File: config.mk
export PLATFORM = sky130hd
export DESIGN_NAME = region_wake_seq
export DESIGN_NICKNAME = d
export VERILOG_FILES = /design/src/rtl/region_wake_pkg.sv /design/src/rtl/wake_group_pick.sv /design/src/rtl/settle_timer.sv /design/src/rtl/region_wake_seq.sv
export SDC_FILE = /design/constraint.sdc
export NUM_CORES = 1
export LEC_CHECK = 0
export BUFFER_PORTS_ARGS = -buffer_cell sky130_fd_sc_hd__clkbuf_2
export CORE_MARGIN = 8
export CORE_UTILIZATION = 40
export CTS_CLUSTER_SIZE = 16
export DETAILED_ROUTE_END_ITERATION = 7
export PLACE_DENSITY = 0.61
export SYNTH_ARGS = -nofsm -noshare
export SYNTH_HDL_FRONTEND = slang
export SYNTH_HIERARCHICAL = 1
export SYNTH_SLANG_ARGS = --single-unit
File: constraint.sdc
create_clock -name clk -period 6.29 [get_ports clk]
set_clock_uncertainty 0.1 [all_clocks]
set_input_delay 0.3145 -clock clk [delete_from_list [all_inputs] [get_ports clk]]
set_output_delay 0.3145 -clock clk [all_outputs]
set_load 0.01 [all_outputs]
File: src/rtl/region_wake_pkg.sv
package region_wake_pkg;
  typedef enum logic [1:0] {
    ST_IDLE   = 2'd0,
    ST_ENABLE = 2'd1,
    ST_SETTLE = 2'd2,
    ST_DONE   = 2'd3
  } seq_state_t;
endpackage

File: src/rtl/wake_group_pick.sv
module wake_group_pick #(
  parameter int NUM_REGIONS = 8,
  parameter int GROUP_MAX   = 1
) (
  input  logic [NUM_REGIONS-1:0] pending,
  output logic [NUM_REGIONS-1:0] pick
);
  // lowest indices first, capped at GROUP_MAX
  always_comb begin
    int taken;
    taken = 0;
    pick  = '0;
    for (int i = 0; i < NUM_REGIONS; i++) begin
      if (pending[i] && (taken < GROUP_MAX)) begin
        pick[i] = 1'b1;
        taken   = taken + 1;
      end
    end
  end
endmodule

File: src/rtl/settle_timer.sv
module settle_timer #(
  parameter int SETTLE_W = 16
) (
  input  logic                clk,
  input  logic                rst,
  input  logic                load,
  input  logic [SETTLE_W-1:0] load_val,
  input  logic                run,
  output logic                expired
);
  logic [SETTLE_W-1:0] cnt_q;

  always_ff @(posedge clk) begin
    if (rst) begin
      cnt_q <= '0;
    end else if (load) begin
      cnt_q <= load_val;
    end else if (run && (cnt_q != '0)) begin
      cnt_q <= cnt_q - 1'b1;
    end
  end

  assign expired = (cnt_q == '0);
endmodule

File: src/rtl/region_wake_seq.sv
module region_wake_seq #(
  parameter int NUM_REGIONS = 8,
  parameter int GROUP_MAX   = 1,
  parameter int SETTLE_W    = 16
) (
  input  logic                   clk,
  input  logic                   rst,
  input  logic [NUM_REGIONS-1:0] awake_req,
  input  logic [SETTLE_W-1:0]    settle_cycles,
  output logic [NUM_REGIONS-1:0] pwr_en,
  output logic [NUM_REGIONS-1:0] ready
);
  import region_wake_pkg::*;

  seq_state_t state_q, state_d;
  logic [NUM_REGIONS-1:0] pwr_q, pwr_d;
  logic [NUM_REGIONS-1:0] rdy_q, rdy_d;
  logic [NUM_REGIONS-1:0] grp_q, grp_d;
  logic [NUM_REGIONS-1:0] pending, pick;
  logic tmr_load, tmr_expired;

  // requested but not yet powered; a withdrawn request leaves this set at once
  assign pending = awake_req & ~pwr_q;

  wake_group_pick #(.NUM_REGIONS(NUM_REGIONS), .GROUP_MAX(GROUP_MAX)) pick_i (
    .pending (pending),
    .pick    (pick)
  );

  assign tmr_load = (state_q == ST_ENABLE);

  settle_timer #(.SETTLE_W(SETTLE_W)) tmr_i (
    .clk      (clk),
    .rst      (rst),
    .load     (tmr_load),
    .load_val (settle_cycles),
    .run      (state_q == ST_SETTLE),
    .expired  (tmr_expired)
  );

  always_comb begin
    state_d = state_q;
    pwr_d   = pwr_q;
    rdy_d   = rdy_q;
    grp_d   = grp_q;
    unique case (state_q)
      ST_IDLE:   if (|pending) state_d = ST_ENABLE;
      ST_ENABLE: begin
        pwr_d   = pwr_q | pick;
        grp_d   = pick;
        state_d = ST_SETTLE;
      end
      ST_SETTLE: if (tmr_expired) state_d = ST_DONE;
      ST_DONE: begin
        rdy_d   = rdy_q | (grp_q & pwr_q & awake_req);
        grp_d   = '0;
        state_d = ST_IDLE;
      end
      default:   state_d = ST_IDLE;
    endcase
    // sleep wins over everything in the same cycle
    pwr_d = pwr_d & awake_req;
    rdy_d = rdy_d & awake_req;
    grp_d = grp_d & awake_req;
  end

  always_ff @(posedge clk) begin
    if (rst) begin
      state_q <= ST_IDLE;
      pwr_q   <= '0;
      rdy_q   <= '0;
      grp_q   <= '0;
    end else begin
      state_q <= state_d;
      pwr_q   <= pwr_d;
      rdy_q   <= rdy_d;
      grp_q   <= grp_d;
    end
  end

  assign pwr_en = pwr_q;
  assign ready  = rdy_q;
endmodule

==> results of run 1 <==
cells in the final DEF, fill, tap and decap left out, types with 2 or more instances in the layout:
| cell | netlist | routed |
|---|---|---|
| mux2i_1 | 3 | 3 |
| nand4_1 | 5 | 5 |
| nand2b_1 | 8 | 8 |
| a22oi_1 | 9 | 9 |
| nand3_1 | 6 | 6 |
| a31oi_1 | 8 | 8 |
| clkinv_2 | 0 | 2 |
| nor2b_1 | 9 | 9 |
| inv_1 | 15 | 15 |
| dfxtp_1 | 42 | 42 |
| nor2_1 | 44 | 44 |
| o21ai_2 | 2 | 2 |
| xnor2_1 | 9 | 9 |
| clkbuf_2 | 0 | 41 |
| o21ai_0 | 3 | 3 |
| nor4_1 | 4 | 4 |
| nand3b_1 | 3 | 3 |
| ha_1 | 14 | 14 |
| or3_1 | 2 | 2 |
| and3_1 | 2 | 2 |
| conb_1 | 2 | 2 |
| a311oi_1 | 4 | 4 |
| nor3_1 | 8 | 8 |
| or3_2 | 3 | 3 |
| clkbuf_8 | 1 | 5 |
| a21oi_1 | 14 | 14 |
| o221ai_1 | 2 | 2 |
| o21bai_1 | 3 | 3 |
| mux2i_2 | 2 | 2 |
| nor3b_1 | 4 | 4 |
| nand2_1 | 13 | 13 |
| a211oi_1 | 7 | 7 |
area by class of cell:
| cell class | count | area, sq um | area share |
|---|---|---|---|
| clock buffers | 5 | 68.8 | 0.0254 |
| clock inverters | 3 | 18.8 | 0.00692 |
| inverters | 16 | 60.1 | 0.0221 |
| multi-input cells | 213 | 1430 | 0.525 |
| flip-flops and latches | 42 | 841 | 0.310 |
| well taps | 75 | 93.8 | 0.0346 |
| repair buffers | 41 | 205 | 0.0756 |
worst paths after layout:
| kind | slack (ps) | from | to |
|---|---|---|---|
| worst max-delay path | 1700 | pwr_en[0] | grp_q[7] |
| worst max register to register | 1700 | pwr_en[0] | grp_q[7] |
| worst min register to register | 370 | ready[7] | ready[7] |
| worst min-delay path | 160 | settle_cycles[6] | tmr_i/cnt_q[6] |
cell families (layout without fill, tap and decap cells):
| logic type | count (synthesis) | count (layout) | synth area share |
|---|---|---|---|
| AO/OA/AOI/OAI | 57 | 57 | 0.166 |
| flip-flops | 42 | 42 | 0.352 |
| adder cells (fa/ha/maj) | 14 | 14 | 0.0733 |
| multiplexers | 5 | 5 | 0.0241 |
| buffers and inverters | 26 | 65 | 0.0523 |
| AND/OR/NAND/NOR | 124 | 124 | 0.286 |
| XOR/XNOR | 11 | 11 | 0.0434 |
| other | 2 | 2 | 0.00314 |
worst reg2reg max path, cell delays in order (launching register included):
cell and delay (ps):
dfxtp_1 340, nor2b_1 480, nor3_4 140, ha_1 240, nand2_1 110, inv_1 80
xnor2_1 270, inv_1 100, ha_1 250, and2_4 160, nand2_1 90, xor2_1 200
ha_1 220, nand2_1 80, mux2i_2 210, mux2i_1 290, xnor2_2 170, inv_1 70
ha_1 280, nor2_1 100, nand4_1 100, mux2i_1 220, a22oi_1 120, nor2_1 120
registers in the layout (all words and copies together) (netlist names):
name and count:
state_q 2, tmr_i/cnt_q 16, ready 8, pwr_en 8, grp_q 8
layer usage:
metal  vias up  track usage  wire, um
met2        46        0.200      2380
li1       1072            -         -
met4         0       0.0362        47
met1       903        0.155      2650
met5         -            0         0
met3         4       0.0361       310
power by group through the flow:
stage | clock [uW] | combinational [uW] | sequential, uW
after floorplan | 0 | 365 | 363
after global placement | 0 | 428 | 373
after detailed placement | 0 | 432 | 374
after CTS | 182 | 436 | 368
after global routing | 193 | 488 | 378
final | 175 | 433 | 369
per-stage QoR:
step	cells	util	total power [uW]	worst slack [ps]
after global placement	387	0.449	801	1740
after global routing	395	0.464	1060	1260
final	395	0.464	976	1700
after detailed placement	387	0.449	806	1630
after CTS	395	0.464	986	1660
after floorplan	281	-	728	2120
==> impl_metrics.csv, run 1 <==
group,metric,value,unit
detailed_routing,vias_per_cell,5.13,
synthesis,synth_fp_nets,321,
die,dieHeight,93.3,um
die,rows,28,
synthesis,ys_seq_area_frac,0.352,
synthesis,synth.top_cell.area_share,0.352,
synthesis,synthMostInstantiatedCell,"nor2_1",
layout,design_area,0.00271,sq mm
place,port_buffers,41,
place,placed_area,0.00263,sq mm
worst_setup_path,critPathBufInv,3,
synthesis,synth_area,0.00239,sq mm
power_and_ir_drop,swShare,0.405,
die,core_area,0.00585,sq mm
clock_network,clk_latency,290,ps
die,fp.dieW,93.3,um
timing,drv_slew,0,
power_and_ir_drop,p_switching,396,uW
die,ios,42,
power_and_ir_drop,clkPwrFrac,0.179,
layout,antenna_cells,0,
worst_setup_path,slowest_delay,480,ps
timing,finalCritPeriodShare,0.730,
synthesis,syn_inst,281,
clock_network,path_clk_slew,90,ps
timing,setup_viol,0,
place,gp_congestion,0.789,
worst_setup_path,crit_path_end_kind,"flip-flop",
worst_setup_path,crit_type,"reg2reg",
clock_network,clock_path_buffers,2,
synthesis,synthArstFlopShare,0,
worst_setup_path,slowest_stage,"nor2b_1",
worst_setup_path,path_cells,"nor2b_1 -> nor3_4 -> ha_1 -> nand2_1 -> inv_1 -> xnor2_1 -> inv_1 -> ha_1 -> and2_4 -> nand2_1 -> xor2_1 -> ha_1 -> nand2_1 -> mux2i_2 -> mux2i_1 -> xnor2_2 -> inv_1 -> ha_1 -> nor2_1 -> nand4_1 -> mux2i_1 -> a22oi_1 -> nor2_1",
detailed_routing,drc,0,
power_and_ir_drop,peakVddDrop,154,uV
clock_network,postCtsSetupBuffers,0,
global_routing,grt-ovfl-total,0,
power_and_ir_drop,p_seq_frac,0.378,
run_status,status,"completed",
detailed_routing,routed_wl,5390,um
job,max_cap_viol_count,0,
synthesis,synthDistinctLibCells,55,
global_routing,grt_antenna_before_repair,0,
power_and_ir_drop,p_leak,0.00110,uW
synthesis,synthFlopType,"dfxtp_1",
clock_network,cts_buffers,5,
clock_network,cts-resized-gates,0,
detailed_routing,dr.pass1.iters,4,
layout,drive_gt1_frac,0.213,
worst_setup_path,crit_required,6430,ps
die,start_util,0.409,
worst_setup_path,path_depth,23,
clock_network,cts_tree,"yes",
synthesis,yosys_warnings,6,
power_and_ir_drop,cellPowerDensity,360,mW/mm^2
worst_setup_path,critPathTopFamily,"simple AND/OR/NAND/NOR gates",
timing,max-slew-margin-rel,0.420,
place,dp_hpwl,3880,um
global_routing,grtUsageTotal,0.124,
timing,setup_tns,0,ps
global_routing,grt_pass1_vias,1926,
detailed_routing,antenna_left,0,
layout,area_growth,13.4,%
detailed_routing,drt_iter0_markers,106,
timing,worstMarginPinSlew,870,ps
timing,fin_crit,4590,ps
worst_setup_path,r2r_cells,23,
power_and_ir_drop,combPwrFrac,0.443,
min_path,hp-class,"in2reg",
synthesis,synth_area_leaders,"dfxtp_1 35%, ha_1 7.3%, nor2_1 6.9%",
layout,fillers,609,
synthesis,yosys_register_bits,42,
detailed_routing,num_vias,2025,
min_path,min_path_cells,3,
global_routing,grt_pass1_wl,8770,um
timing,max_freq,218,MHz
detailed_routing,wire_per_inst,13.6,um
clock_network,clockRootBuffer,"clkbuf_8",
clock_network,cts.sinks,42,
timing,rsz0062_at_grt,"no",
worst_setup_path,cpMostUsedCell,"ha_1",
clock_network,hold_buffers,0,
timing,hold_viol,0,
timing,hold_ws,159,ps
worst_setup_path,start_kind,"flip-flop",
synthesis,synth_area_leader_cell,"dfxtp_1",
layout,fin_nets,359,
worst_setup_path,arrival,4730,ps
clock_network,h-tree-depth,2,
synthesis,synth_common_cells,"44 x nor2_1, 42 x dfxtp_1, 15 x inv_1, 14 x a21oi_1, 14 x ha_1",
power_and_ir_drop,internal-power,581,uW
die,die_area,0.00871,sq mm
synthesis,synth_area_per_cell,8.51,sq um
worst_setup_path,crit_fanout,6,
global_routing,grt_max_degree,29,
synthesis,synth-edff-count,0,
Note: power is estimated with default switching activity, not from simulation.
==> inputs of run 2 (changes only) <==
==> constraint.sdc (replaced) <==
create_clock -name clk -period 4.35 [get_ports clk]
set_clock_uncertainty 0.1 [all_clocks]
set_input_delay 0.2175 -clock clk [delete_from_list [all_inputs] [get_ports clk]]
set_output_delay 0.2175 -clock clk [all_outputs]
set_load 0.01 [all_outputs]
==> impl_metrics.csv, run 2 (same netlist as run 1, synthesis figures left out) <==
group,metric,value,unit
clock_network,hold_buffers,0,
global_routing,grt_util_met1,0.163,
worst_setup_path,crit_fanout,4,
worst_setup_path,start_kind,"flip-flop",
clock_network,cts.sinks,42,
clock_network,cts_tree,"yes",
detailed_routing,dr.pass1.iters,5,
power_and_ir_drop,p_seq_frac,0.374,
global_routing,grt-ovfl-total,0,
global_routing,grt_max_degree,29,
detailed_routing,vias_per_cell,5.31,
power_and_ir_drop,p_leak,0.00114,uW
detailed_routing,drc,0,
global_routing,grt_pass1_vias,2072,
layout,layoutNonFillerInstCount,402,
clock_network,path_clk_slew,80,ps
place,dp_hpwl,4030,um
layout,largest_register_ffs,16,
layout,fin_nets,367,
min_path,hp-class,"in2reg",
layout,antenna_cells,0,
power_and_ir_drop,p_switching,574,uW
power_and_ir_drop,swShare,0.403,
place,port_buffers,41,
layout,area_growth,18.6,%
die,start_util,0.409,
worst_setup_path,arrival,4240,ps
layout,regMostFlops,"tmr_i/cnt_q",
timing,finalCritPeriodShare,0.946,
timing,fin_crit,4110,ps
layout,layout_common_cells,"44 x nor2_1, 41 x dfxtp_1, 41 x clkbuf_2",
die,core_area,0.00585,sq mm
global_routing,use_met3,0.0393,
power_and_ir_drop,peakVddDrop,255,uV
worst_setup_path,crit_path_end_kind,"flip-flop",
power_and_ir_drop,clkPwrFrac,0.170,
layout,design_area,0.00284,sq mm
timing,drv_slew,0,
power_and_ir_drop,cellPowerDensity,503,mW/mm^2
power_and_ir_drop,combPwrFrac,0.456,
detailed_routing,num_vias,2135,
die,die_area,0.00871,sq mm
die,fp.dieW,93.3,um
timing,max-slew-margin-rel,0.537,
timing,max_freq,243,MHz
place,placed_area,0.00266,sq mm
clock_network,clk_latency,290,ps
worst_setup_path,crit_type,"reg2reg",
place,gp_congestion,0.843,
job,max_cap_viol_count,0,
place,placedCellCount,392,
die,rows,28,
timing,setup_tns,0,ps
detailed_routing,drt_iter0_markers,100,
timing,setup_viol,0,
global_routing,grt.met2_usage,0.210,
global_routing,grt-busiest-layer,"met2",
clock_network,cts_buffers,5,
layout,final_common_cell,"nor2_1",
clock_network,clock_path_buffers,2,
detailed_routing,wire_per_inst,13.8,um
timing,hold_viol,0,
global_routing,grtUsageTotal,0.132,
global_routing,grt_antenna_before_repair,0,
clock_network,clockRootBuffer,"clkbuf_8",
worst_setup_path,crit_required,4480,ps
die,ios,42,
power_and_ir_drop,internal-power,851,uW
detailed_routing,antenna_left,0,
die,dieHeight,93.3,um
run_status,status,"completed",
global_routing,grt_pass1_wl,9340,um
layout,drive_gt1_frac,0.269,
detailed_routing,routed_wl,5560,um
timing,worstMarginPinSlew,690,ps
clock_network,h-tree-depth,2,
-- run 2: cell count changes in the layout (fill, tap and decap cells not counted), sizes merged --
cell      previous run  this run
buf                  0         8
clkinv               3         1
clkinvlp             0         1
inv                 16        15
clkbuf              46        47
-- run 2: power groups by stage --
stage	Sequential (uW)	Combinational, uW	Clock (uW)
3_3_place_gp	539	630	0
3_5_place_dp	541	633	0
6_report	533	650	243
4_1_cts	532	638	253
2_1_floorplan	525	528	0
5_1_grt	547	734	270
-- run 2: worst max-delay path: stages (launching register included) --
cell      delay, ps
dfxtp_2         330
nand2b_4        120
inv_2            50
nor3_4          190
ha_2            240
nand2_4          80
inv_4           100
xnor2_4         140
inv_2            70
ha_4            170
and2_4          140
a32o_2          290
inv_1            70
ha_2            190
nand2_1          80
mux2i_2         210
mux2i_2         290
xnor2_2         170
inv_1            80
ha_1            290
nor2_1          100
nand4_1          90
mux2i_1         190
a22oi_1         110
nor2_1          120
-- run 2: what timing repair did --
action	4_1_cts	5_1_grt
setup buffers	0	3
setup endpoints to repair	1	2
resized for setup	4	14
gates cloned	0	0
pin swaps	0	7
-- run 2: final cells by class --
cell class | count | area, sq um
Fill cell | 573 | 3020
Multi-Input combinational cell | 213 | 1490
Sequential cell | 42 | 842
Timing Repair Buffer | 49 | 265
Tap cell | 75 | 93.8
Clock buffer | 6 | 72.6
Inverter | 16 | 62.6
Clock inverter | 1 | 7.51
-- run 2: through the flow --
stage          setup WS [ps]  hold WS [ps]  utilization  total power, uW
6_report                 236          67.3        0.485             1430
5_1_grt                -15.8          57.5        0.485             1550
4_1_cts                 36.3          59.0        0.472             1420
3_5_place_dp            18.2           358        0.455             1170
3_3_place_gp             195           351        0.455             1170
2_1_floorplan            184           262            -             1050
-- run 2: worst paths after layout --
check,startpoint,end,slack (ps),cells past startpoint
max reg2reg,pwr_en[1],grp_q[7],240,24
max,pwr_en[1],grp_q[7],240,24
min reg2reg,ready[6],ready[6],370,2
min,settle_cycles[1],tmr_i/cnt_q[1],70,3
-- run 2: layer usage --
metal  share of wire  vias to the layer above
met5               0                        -
met4           0.012                        0
met3           0.057                        5
met2            0.43                       50
met1            0.50                      999
li1                -                     1081
==> inputs of run 3 (changes only) <==
--- a/config.mk
+++ b/config.mk
@@ -7,10 +7,10 @@
 export LEC_CHECK = 0
 export BUFFER_PORTS_ARGS = -buffer_cell sky130_fd_sc_hd__clkbuf_2
 export CORE_MARGIN = 8
-export CORE_UTILIZATION = 40
+export CORE_UTILIZATION = 26
 export CTS_CLUSTER_SIZE = 16
 export DETAILED_ROUTE_END_ITERATION = 7
-export PLACE_DENSITY = 0.61
+export PLACE_DENSITY = 0.44
 export SYNTH_ARGS = -nofsm -noshare
 export SYNTH_HDL_FRONTEND = slang
 export SYNTH_HIERARCHICAL = 1
==> impl_metrics.csv, run 3 (same netlist as run 1, synthesis figures left out) <==
group,metric,value,unit
run_status,status,"completed",
layout,regMostFlops,"tmr_i/cnt_q",
clock_network,cts_buffers,5,
clock_network,cts_tree,"yes",
power_and_ir_drop,finalPower,1500,uW
detailed_routing,wire_per_inst,13.9,um
global_routing,grtUsageTotal,0.0968,
worst_setup_path,crit_type,"reg2reg",
layout,drive_gt1_frac,0.270,
timing,drv_slew,0,
layout,fin_nets,369,
timing,setup_viol,0,
worst_setup_path,arrival,4220,ps
global_routing,grt_pass1_wl,9990,um
die,start_util,0.264,
min_path,hp-class,"in2reg",
detailed_routing,routed_wl,6130,um
global_routing,grt_max_degree,29,
layout,area_growth,21.8,%
timing,worstMarginPinSlew,748,ps
worst_setup_path,crit_fanout,4,
timing,max-slew-margin-rel,0.499,
die,dieHeight,112,um
timing,hold_viol,0,
detailed_routing,drt_iter0_markers,48,
power_and_ir_drop,cellPowerDensity,517,mW/mm^2
global_routing,grt-ovfl-total,0,
worst_setup_path,crit_path_end_kind,"flip-flop",
layout,layoutNonFillerInstCount,441,
clock_network,h-tree-depth,2,
timing,max_freq,245,MHz
detailed_routing,drc,0,
worst_setup_path,r2r_slack,260,ps
die,core_area,0.00906,sq mm
power_and_ir_drop,peakVddDrop,146,uV
worst_setup_path,r2r-start,"pwr_en[1]",
clock_network,clockRootBuffer,"clkbuf_8",
layout,largest_register_ffs,16,
detailed_routing,vias_per_cell,4.79,
worst_setup_path,r2r_cells,24,
die,rows,35,
global_routing,grt_pass1_vias,2131,
clock_network,cts.sinks,42,
place,placedCellCount,428,
worst_setup_path,crit_start,"pwr_en[1]",
worst_setup_path,start_kind,"flip-flop",
detailed_routing,dr.pass1.iters,4,
die,ios,42,
place,port_buffers,41,
detailed_routing,antenna_left,0,
clock_network,clock_path_buffers,2,
timing,fin_crit,4090,ps
place,dp_hpwl,4410,um
clock_network,path_clk_slew,90,ps
timing,finalCritPeriodShare,0.939,
layout,design_area,0.00291,sq mm
place,gp_congestion,0.819,
layout,antenna_cells,0,
clock_network,hold_buffers,0,
global_routing,grt_antenna_before_repair,0,
min_path,holdCritStartpoint,"settle_cycles[12]",
worst_setup_path,crit_required,4490,ps
die,fp.dieW,112,um
clock_network,clk_latency,300,ps
die,die_area,0.0125,sq mm
layout,layout_common_cells,"44 x nor2_1, 41 x dfxtp_1, 41 x clkbuf_2",
min_path,min_path_cells,3,
power_and_ir_drop,p_leak,0.00116,uW
detailed_routing,num_vias,2114,
layout,final_common_cell,"nor2_1",
place,placed_area,0.00271,sq mm
job,max_cap_viol_count,0,
## run 3: cell count changes in the layout (fill, tap and decap cells not counted), sizes merged
cell      previous run  this run
buf                  8        10
bufinv               0         1
clkbuf              47        48
clkinvlp             1         0
## run 3: stage by stage
stage / TNS, ps / worst slack, ps / hold WS [ps] / utilization
2_1_floorplan: 0 / 184 / 262 / -
3_3_place_gp: 0 / 151 / 356 / 0.299
3_5_place_dp: -1.09 / -1.09 / 360 / 0.299
4_1_cts: 0 / 16.0 / 56.2 / 0.311
5_1_grt: -33.0 / -33.0 / 64.9 / 0.321
6_report: 0 / 264 / 67.1 / 0.321
## run 3: cell type report
| cell class | instances | area [sq um] |
|---|---|---|
| Clock buffer | 7 | 76.3 |
| Clock inverter | 1 | 30.0 |
| Fill cell | 972 | 6150 |
| Inverter | 16 | 62.6 |
| Multi-Input combinational cell | 213 | 1480 |
| Sequential cell | 42 | 842 |
| Tap cell | 111 | 139 |
| Timing Repair Buffer | 51 | 280 |
## run 3: timing repair
| action | 4_1_cts | 5_1_grt |
|---|---|---|
| pin swaps | 0 | 6 |
| setup endpoints to repair | 1 | 4 |
| resized for setup | 1 | 15 |
| setup buffers | 0 | 5 |
## run 3: path summary, 6_finish.rpt
| check | to |
|---|---|
| min reg2reg | ready[6] |
| min | tmr_i/cnt_q[12] |
| max | grp_q[7] |
| max reg2reg | grp_q[7] |
## run 3: where the power goes
group	internal, uW	total, uW	switching, uW	leakage, uW
Clock	172	310	138	0.0000524
Combinational	282	662	379	0.000769
Sequential	461	533	72.1	0.000343
Total	915	1500	590	0.00116
## run 3: worst max-delay path, stage by stage (launching register included)
cell and delay (ps):
dfxtp_2 350, nand2b_4 130, inv_2 50, nor3_4 190
ha_2 240, nand2_4 80, inv_4 90, xnor2_4 130
inv_1 80, ha_2 200, and2_4 150, a32o_2 290
inv_1 60, ha_2 180, nand2_1 70, mux2i_2 210
mux2i_2 280, xnor2_2 160, inv_1 70, ha_1 290
nor2_1 100, nand4_1 100, mux2i_1 200, a22oi_1 120
nor2_1 130
## run 3: per-layer routing
metal	part of all wire	track usage	vias up
met5	0	0	-
met4	0.0095	0.0337	0
met3	0.049	0.0271	5
met2	0.45	0.162	41
met1	0.49	0.116	976
li1	-	-	1092
